[src/rtl/lpc_tgt_pkg.sv]
package lpc_tgt_pkg;
  typedef enum logic [2:0] {
    ST_IDLE, ST_START, ST_ADDR, ST_WDATA, ST_TAR_IN, ST_SYNC, ST_RDATA, ST_TAR_OUT
  } lpc_state_e;

  localparam logic [3:0] START_MEM  = 4'h0;
  localparam logic [3:0] CT_MEM_RD  = 4'h4;
  localparam logic [3:0] CT_MEM_WR  = 4'h6;
  localparam logic [3:0] SYNC_READY = 4'h0;
  localparam logic [3:0] LAD_HIGH   = 4'hF;
endpackage

[src/rtl/lpc_addr_collect.sv]
module lpc_addr_collect #(
  parameter int ID_LSB = 22,
  parameter int MEM_AW = 19
) (
  input  logic              clk_i,
  input  logic              rst_ni,
  input  logic              shift_i,
  input  logic [3:0]        nib_i,
  input  logic [3:0]        id_strap_i,
  output logic [MEM_AW-1:0] addr_o,
  output logic              id_hit_o
);
  localparam int HOLD_W = ID_LSB;

  logic [HOLD_W-1:0] addr_q;
  logic [HOLD_W+3:0] addr_nxt;

  // keep only bits below the ID field; the ID is judged on the incoming nibble
  assign addr_nxt = {addr_q, nib_i};
  assign id_hit_o = (addr_nxt[HOLD_W +: 4] == id_strap_i);
  assign addr_o   = addr_q[MEM_AW-1:0];

  always_ff @(posedge clk_i or negedge rst_ni) begin
    if (!rst_ni)      addr_q <= '0;
    else if (shift_i) addr_q <= addr_nxt[HOLD_W-1:0];
  end
endmodule

[src/rtl/lpc_lad_drive.sv]
module lpc_lad_drive
  import lpc_tgt_pkg::*;
(
  input  lpc_state_e  state_i,
  input  logic        phase_i,
  input  logic [7:0]  rdata_i,
  output logic [3:0]  lad_o,
  output logic        lad_oe_o
);
  always_comb begin
    lad_o    = LAD_HIGH;
    lad_oe_o = 1'b0;
    unique case (state_i)
      ST_SYNC: begin
        lad_o    = SYNC_READY;
        lad_oe_o = 1'b1;
      end
      ST_RDATA: begin
        lad_o    = phase_i ? rdata_i[7:4] : rdata_i[3:0];
        lad_oe_o = 1'b1;
      end
      ST_TAR_OUT: lad_oe_o = ~phase_i;
      default: ;
    endcase
  end
endmodule

[src/rtl/lpc_mem_target.sv]
module lpc_mem_target
  import lpc_tgt_pkg::*;
#(
  parameter int ADDR_NIB = 8,
  parameter int MEM_AW   = 19,
  parameter int ID_LSB   = 22
) (
  input  logic              clk_i,
  input  logic              rst_ni,
  input  logic              mode_pp_i,
  input  logic [3:0]        id_strap_i,
  input  logic              lframe_ni,
  input  logic [3:0]        lad_i,
  output logic [3:0]        lad_o,
  output logic              lad_oe_o,
  output logic              standby_o,
  output logic [MEM_AW-1:0] mem_addr_o,
  output logic              mem_rd_o,
  input  logic [7:0]        mem_rdata_i,
  output logic [7:0]        mem_wdata_o,
  output logic              mem_we_o
);
  localparam int CNT_W = (ADDR_NIB > 2) ? $clog2(ADDR_NIB) : 1;
  localparam logic [CNT_W-1:0] ADDR_LAST = CNT_W'(ADDR_NIB - 1);

  lpc_state_e       state_q;
  logic [CNT_W-1:0] cnt_q;
  logic             wr_q;
  logic [3:0]       start_q;
  logic [7:0]       wdata_q;
  logic [7:0]       rdata_q;
  logic             id_hit;
  logic             addr_shift;

  assign addr_shift = !mode_pp_i && lframe_ni && (state_q == ST_ADDR);

  lpc_addr_collect #(.ID_LSB(ID_LSB), .MEM_AW(MEM_AW)) i_addr (
    .clk_i      (clk_i),
    .rst_ni     (rst_ni),
    .shift_i    (addr_shift),
    .nib_i      (lad_i),
    .id_strap_i (id_strap_i),
    .addr_o     (mem_addr_o),
    .id_hit_o   (id_hit)
  );

  always_ff @(posedge clk_i or negedge rst_ni) begin
    if (!rst_ni) begin
      state_q <= ST_IDLE;
      cnt_q   <= '0;
      wr_q    <= 1'b0;
      start_q <= LAD_HIGH;
      wdata_q <= '0;
      rdata_q <= '0;
    end else if (mode_pp_i) begin
      state_q <= ST_IDLE;
      cnt_q   <= '0;
    end else if (!lframe_ni) begin
      // frame low: abort anything, keep latest nibble as start code
      state_q <= ST_START;
      start_q <= lad_i;
      cnt_q   <= '0;
    end else begin
      unique case (state_q)
        ST_START: begin
          cnt_q <= '0;
          if (start_q == START_MEM && (lad_i == CT_MEM_RD || lad_i == CT_MEM_WR)) begin
            state_q <= ST_ADDR;
            wr_q    <= (lad_i == CT_MEM_WR);
          end else begin
            state_q <= ST_IDLE;
          end
        end
        ST_ADDR: begin
          if (cnt_q == ADDR_LAST) begin
            cnt_q <= '0;
            if (!id_hit)   state_q <= ST_IDLE;
            else if (wr_q) state_q <= ST_WDATA;
            else           state_q <= ST_TAR_IN;
          end else begin
            cnt_q <= cnt_q + 1'b1;
          end
        end
        ST_WDATA: begin
          if (!cnt_q[0]) begin
            wdata_q[3:0] <= lad_i;
            cnt_q        <= CNT_W'(1);
          end else begin
            wdata_q[7:4] <= lad_i;
            cnt_q        <= '0;
            state_q      <= ST_TAR_IN;
          end
        end
        ST_TAR_IN: begin
          if (!cnt_q[0]) begin
            cnt_q <= CNT_W'(1);
          end else begin
            cnt_q   <= '0;
            state_q <= ST_SYNC;
            if (!wr_q) rdata_q <= mem_rdata_i;
          end
        end
        ST_SYNC: begin
          cnt_q   <= '0;
          state_q <= wr_q ? ST_TAR_OUT : ST_RDATA;
        end
        ST_RDATA: begin
          if (!cnt_q[0]) cnt_q <= CNT_W'(1);
          else begin
            cnt_q   <= '0;
            state_q <= ST_TAR_OUT;
          end
        end
        ST_TAR_OUT: begin
          if (!cnt_q[0]) cnt_q <= CNT_W'(1);
          else begin
            cnt_q   <= '0;
            state_q <= ST_IDLE;
          end
        end
        default: state_q <= ST_IDLE;
      endcase
    end
  end

  // array strobes fire in the first host turnaround clock
  assign mem_rd_o    = (state_q == ST_TAR_IN) && (cnt_q == '0) && !wr_q;
  assign mem_we_o    = (state_q == ST_TAR_IN) && (cnt_q == '0) && wr_q;
  assign mem_wdata_o = wdata_q;
  assign standby_o   = lframe_ni && (state_q == ST_IDLE);

  lpc_lad_drive i_drive (
    .state_i  (state_q),
    .phase_i  (cnt_q[0]),
    .rdata_i  (rdata_q),
    .lad_o    (lad_o),
    .lad_oe_o (lad_oe_o)
  );


  abort_release_chk: assert property (@(posedge clk_i) disable iff (!rst_ni)
    !lframe_ni |=> !lad_oe_o);

  pp_mode_quiet_chk: assert property (@(posedge clk_i) disable iff (!rst_ni)
    mode_pp_i |=> (!lad_oe_o && !mem_rd_o && !mem_we_o));

  sync_first_chk: assert property (@(posedge clk_i) disable iff (!rst_ni)
    $rose(lad_oe_o) |-> (lad_o == SYNC_READY));

  rd_single_chk: assert property (@(posedge clk_i) disable iff (!rst_ni)
    mem_rd_o |=> !mem_rd_o);

  we_single_chk: assert property (@(posedge clk_i) disable iff (!rst_ni)
    mem_we_o |=> !mem_we_o);
endmodule

[config.mk]
export PLATFORM = sky130hd
export DESIGN_NAME = lpc_mem_target
export DESIGN_NICKNAME = d
export VERILOG_FILES = /design/src/rtl/lpc_tgt_pkg.sv /design/src/rtl/lpc_addr_collect.sv /design/src/rtl/lpc_lad_drive.sv /design/src/rtl/lpc_mem_target.sv
export SDC_FILE = /design/constraint.sdc
export NUM_CORES = 1
export LEC_CHECK = 0
export ABC_CLOCK_PERIOD_IN_PS = 1800
export CAP_MARGIN = 20
export CORE_MARGIN = 8
export CORE_UTILIZATION = 62
export DETAILED_ROUTE_END_ITERATION = 12
export DONT_BUFFER_PORTS = 1
export GPL_ROUTABILITY_DRIVEN = 0
export PLACE_DENSITY = 0.78
export SYNTH_ARGS = -nofsm -noshare
export SYNTH_HDL_FRONTEND = slang
export SYNTH_HIERARCHICAL = 1
export SYNTH_SLANG_ARGS = --single-unit
[constraint.sdc]
create_clock -name clk_i -period 1.8 [get_ports clk_i]
set_input_delay 0.09 -clock clk_i [delete_from_list [all_inputs] [get_ports clk_i]]
set_output_delay 0.09 -clock clk_i [all_outputs]
set_load 0.01 [all_outputs]
Yosys cells after proc, flatten, opt, wreduce, memory -nomap -nowiden
Index checks and enable logic that the tools add are counted.

cells by class
  add/sub/neg operators = 1
  multiply operators = 0
  div/mod/pow operators = 0
  order comparisons = 0
  equal/unequal tests = 17
  shifts and indexed selects = 0
  muxes and demuxes = 20
  bitwise operators = 4
  reductions and logical operators = 22

operators by type and width
  kind                   number
  $mux W3                12
  $pmux W3 S7            1
  $ne A4 B4 Y1 const B   4
  $eq A3 B3 Y1 const B   5
  $reduce_and A4 Y1      3
  $reduce_and A5 Y1      2
  $pmux W3 S3            1
  $eq A4 B3 Y1 const B   2
  $pmux W4 S2            1
  $logic_and A1 B1 Y1    7
  $eq A3 B2 Y1 const B   2
  $logic_not A3 Y1       2
  $ne A5 B4 Y1 const B   1
  $eq A4 B4 Y1           1
  $logic_not A4 Y1       1
  $mux W4                1
  $ne A4 B3 Y1 const B   1
  $not A1 Y1             4
  $reduce_or A2 Y1       2
  $reduce_or A4 Y1       1
  $add A3 B1 Y3 const B  1
  $eq A3 B1 Y1 const B   1
  $logic_not A1 Y1       2
  $mux W1                2
  other kinds (4)        4

storage, ports and cells
  register bits = 49
  bits in latches = 0
  RAM bits = 0
  bits in read-only memories = 0
  input port bits = 20
  output and inout port bits = 35
  memories = 0

Logic depth before layout (Yosys ltp)
  depth in word-level cells = 7
  gate-level depth with buffers = 6
  depth with buffers taken out = 6

Modules after synthesis
The synthesis kept the hierarchy.

by module, submodules not included
  module            times used  cells each  area each (um^2)
  lpc_mem_target    1           108         1348.8
  lpc_addr_collect  1           70          1004.7
  lpc_lad_drive     1           13          103.8

Worst setup path after synthesis
Ideal clock, no wire load.

  path type = register to register
  start point = register state_q[2]
  end point = register i_addr.addr_q[0]
  setup time = 125 ps
  arrival = 1485 ps
  data required time = 1675 ps
  setup slack = 191 ps
  stages on the path, launching flop included = 6
  buffers on the path = 2
  clock period less this slack = 1609 ps
  cell sequence = dfrtp_1 -> buf_2 -> nor2_1 -> and3_1 -> buf_6 -> mux2_2

on the way
  word-level cells in the longest chain between the ends = 2

RTL lines
  what                    line                    RTL
  from (decl)             lpc_mem_target.sv:26    lpc_state_e state_q;
  from (signal assigned)  lpc_mem_target.sv:105   state_q <= wr_q ? ST_TAR_OUT : ST_RDATA;
  $eq A3 B2 Y1            lpc_mem_target.sv:35    assign addr_shift = !mode_pp_i && lframe_ni && (state_q == ST_ADDR);
  $logic_and A1 B1 Y1     lpc_mem_target.sv:35
  via addr_shift          lpc_mem_target.sv:33    logic addr_shift;
  to (signal assigned)    lpc_addr_collect.sv:25  else if (shift_i) addr_q <= addr_nxt[HOLD_W-1:0];
  to (decl)               lpc_addr_collect.sv:15  logic [HOLD_W-1:0] addr_q;

The timed path passes the listed nets, and every way through them passes these cells.
A chain may end at the register's enable or synchronous reset.

Final worst setup path
  start point = register i_addr.addr_q[19]
  end point = register state_q[2]

on the way
  word-level cells in the longest chain between the ends = 6

RTL lines
  what          line                    RTL
  $eq A4 B4 Y1  lpc_addr_collect.sv:20  assign id_hit_o = (addr_nxt[HOLD_W +: 4] == id_strap_i);
  via id_hit    lpc_mem_target.sv:32    logic id_hit;
  $mux W3       lpc_mem_target.sv:77    if (!id_hit) state_q <= ST_IDLE;
  $mux W3       lpc_mem_target.sv:75    if (cnt_q == ADDR_LAST) begin
  $pmux W3 S7   lpc_mem_target.sv:64    unique case (state_q)
  $mux W3       lpc_mem_target.sv:58    end else if (!lframe_ni) begin
  $mux W3       lpc_mem_target.sv:55    end else if (mode_pp_i) begin

The timed path passes the listed nets, and every way through them passes these cells. The select of a mux whose other input is x is not followed.

==> flow_summary.rst <==
.. list-table::
   :header-rows: 1

   * - Metric
     - Value
   * - Die Width
     - 79.0 um
   * - Std cell rows
     - 23
   * - Initial antenna violation count
     - 0
   * - Post-synthesis net count
     - 214
   * - Count of placed standard cells including taps
     - 221
   * - Share of power burned in combinational logic
     - 6.1%
   * - Net switching power figure
     - 0.421 mW
   * - Number of clock buffers inserted by TritonCTS
     - 5
   * - CP max stage cell
     - dfrtp_1
   * - I/O pin count
     - 55
   * - Count of yosys warnings during synthesis
     - 6
   * - Gate Count Post-Synth
     - 191
   * - Skew-Pair Late Insertion Delay
     - 310 ps
   * - Cell-by-cell trace of the critical path
     - xor2_1 > nor4_2 > buf_4 > nand2_1 > nor2_1 > o21ai_0 > a221oi_1
   * - Status
     - finished, final reports clean
   * - Pwr/cell area
     - 710 mW/mm^2
   * - Grt ovf
     - 0
   * - CP Data Arrival Time
     - 1910 ps
   * - Layout Utilization
     - 67.7%
   * - Effective utilization at floorplan
     - 62.8%
   * - Maximum buffer depth of the clock tree
     - 2
   * - Distinct cells, synth
     - 41
   * - Number of enable flip-flop cells after synthesis
     - 0
   * - Final setup violation count
     - 0
   * - Final Worst Setup Slack
     - 85.1 ps
   * - Area of the die
     - 0.00623 sq mm
   * - Clk pwr share
     - 33.2%
   * - Reg-to-Reg End
     - state_q[2]
   * - Area growth from synthesis to layout
     - 7.79%
   * - Time the final worst path needs with I/O delays and setup
     - 1710 ps
   * - Leakage
     - 1.24 nW
   * - Total wire length
     - 5.04 mm
   * - Routed WL per cell
     - 20.6 um
   * - Worst Path Class, Setup
     - flop to flop
   * - Post-route clock skew
     - 11.4 ps
   * - Port Buffer Count
     - 0
   * - Most frequently used cell type in the post-synthesis netlist
     - dfrtp_1
   * - H-tree levels
     - 2
   * - WP data required
     - 2000 ps
   * - Sink of the worst hold path
     - state_q[0]
   * - Post-Syn Area
     - 0.00246 sq mm
   * - Maximum frequency from static timing analysis
     - 0.583 GHz
   * - Hold-critical path depth
     - 2
   * - Critical Path Fanout Max
     - 2
   * - Power Internal
     - 1.46 mW
   * - Number of non-filler instances in the completed layout
     - 245
   * - DR pass1 iterations
     - 4
   * - Vias after detailed routing
     - 1506
   * - Post-place setup slack
     - -6.46 ps
   * - Area of the core
     - 0.00391 sq mm
   * - Async set-or-reset flop fraction in the synthesized netlist
     - 100%
   * - Crit path largest cell delay
     - 390 ps
   * - Reg2Reg Depth
     - 7
   * - Drc violations
     - 0
   * - Wire length of the first global-routing pass
     - 8.52 mm
   * - CTS sink count
     - 49
   * - Top cell types by occurrence after synthesis
     - dfrtp_1, mux2_2, buf_4
   * - Slew Viols, Final
     - 0
   * - Number of buffer and inverter stages on the critical path
     - 1
   * - Final worst-path cycle share
     - 95.3%
   * - Startpoint type of the worst setup path
     - flop
   * - Clock-pin slew on the worst setup and hold paths
     - 90 ps
   * - Number of global-route vias before repair
     - 1666
   * - Number of endpoints with negative hold slack in the final report
     - 0
   * - Startpoint of the worst hold path
     - lframe_ni
   * - Worst Hold Class
     - input pin to flop
   * - Overall global routing resource usage
     - 17.3%
   * - Count of antenna diodes in the layout
     - 0
   * - Switching share of total power
     - 22.4%
   * - Maximum number of pins on one net before global-route repair
     - 50
   * - Relative contribution of sequential cells to total power
     - 60.7%
   * - CP delay by family, top
     - simple AND/OR/NAND/NOR gates
   * - Worst Max-Slew Pin Slew
     - 429 ps
   * - Top FF cell, synth
     - dfrtp_1
   * - Violation count after the first detailed-route iteration
     - 92
   * - Count of max-cap constraint violations
     - 0
   * - Share of synthesized area occupied by flip-flops and latches
     - 50.1%
   * - Worst slew margin relative to its limit
     - 71.2%
   * - Post-DRT Antenna Nets
     - 0
   * - Post-synthesis sequential element count
     - 49
   * - Slack of the worst reg-to-reg path
     - 90 ps
   * - Fraction of post-synthesis cell area in the top cell type by area
     - 45.8%
   * - Mean instance size in the synthesized netlist
     - 12.9 sq um
   * - Layout cell share with drive strength beyond 1
     - 38.5%
   * - Mean number of vias per cell
     - 6.15
   * - VDD IR-drop max
     - 652 uV
   * - Critical path endpoint category
     - flop
   * - Die span in y
     - 79.0 um
   * - Yosys top cell by area
     - dfrtp_1
   * - Stages on worst setup path
     - 7
   * - TritonCTS clock tree
     - done
   * - CTS Root Cell
     - clkbuf_8
   * - Total power
     - 1.88 mW
   * - Reg2Reg Launch Point
     - i_addr/addr_q[19]
   * - Placed wire-length estimate
     - 3.44 mm
   * - Top post-synthesis cells by area
     - dfrtp_1, mux2_2, buf_4, dfstp_2, mux2i_1
   * - Number of nets in the final layout
     - 217
   * - Worst hold slack
     - 30.7 ps
## worst max path at each step
stage / startpoint / to
after global placement: i_addr/addr_q[18] / state_q[1]
final: i_addr/addr_q[19] / state_q[2]
after floorplan: state_q[2] / i_addr/addr_q[0]
after CTS: i_addr/addr_q[18] / state_q[1]
after detailed placement: i_addr/addr_q[18] / state_q[1]
after global routing: i_addr/addr_q[19] / state_q[2]
## cells by family after synthesis
family / after synthesis / synth area share [%]
AOI/OAI and AO/OA: 25 / 7.59
xor gates and xnor gates: 4 / 1.43
adders and majority gates: 3 / 1.53
buffers and inverters: 31 / 8.96
DFF: 49 / 50.1
muxes: 47 / 21.5
and+or+nand+nor: 32 / 8.91
## sequential cells by signal (all words and copies together) (netlist names)
register	cells
state_q	3
mem_wdata_o	8
start_q	4
rdata_q	8
i_addr/addr_q	22
wr_q	1
cnt_q	3
## routing by layer
layer	share of wire, %	up-vias	global-route usage, %
met5	0	-	0
met2	53	49	30.2
met3	8.6	10	7.34
li1	-	670	-
met1	36	777	17.8
met4	2.2	0	7.22
## repair_timing
action | 4_1_cts | 5_1_grt
endpoints found under the setup margin | 1 | 8
hold buffers | 15 | 0
setup buffers | 0 | 1
endpoints found under the hold margin | 75 | 0
resized for setup | 1 | 2
pin swaps | 0 | 1
## worst reg2reg max path: stages (launching register included)
cell and delay, ps:
dfrtp_1 390, xor2_1 170, nor4_2 340, buf_4 170
nand2_1 40, nor2_1 100, o21ai_0 90, a221oi_1 320
## per-stage QoR
step	TNS (ps)	area, sq um
after floorplan	0	2460
after global placement	0	2380
after detailed placement	-6.46	2380
after CTS	0	2630
after global routing	-26.4	2650
final	0	2650
## area by class of cell
cell class | count | area [sq um]
well taps | 50 | 62.6
repair buffers | 22 | 233
flip-flops and latches | 49 | 1230
fillers | 305 | 1260
inverters | 5 | 18.8
multi-input cells | 111 | 1020
clock inverters | 1 | 7.51
clock buffers | 7 | 76.3
## power by group through the flow
| stage | clock network [mW] | registers, mW | logic, mW |
|---|---|---|---|
| 2_1_floorplan | 0 | 1.16 | 0.0472 |
| 3_3_place_gp | 0 | 1.16 | 0.0512 |
| 3_5_place_dp | 0 | 1.16 | 0.0547 |
| 4_1_cts | 0.649 | 1.14 | 0.114 |
| 5_1_grt | 0.688 | 1.14 | 0.127 |
| 6_report | 0.625 | 1.14 | 0.115 |
## placed cells by master (no fill, tap or decap), drive strengths merged, types with 2 or more instances in the layout
| cell | n |
|---|---|
| a22o | 4 |
| and3 | 2 |
| buf | 8 |
| nor3 | 2 |
| nand2 | 6 |
| a221oi | 3 |
| ha | 3 |
| mux2i | 4 |
| o21ai | 5 |
| nand4 | 2 |
| dfstp | 4 |
| clkbuf | 7 |
| dlygate4sd3 | 14 |
| mux2 | 43 |
| nand3 | 3 |
| xor2 | 4 |
| nor2 | 6 |
| nor4 | 2 |
| dfrtp | 45 |
| inv | 5 |
| a21oi | 6 |
| nor2b | 2 |
| and3b | 2 |
No activity file was read; power rests on OpenSTA's default activity.
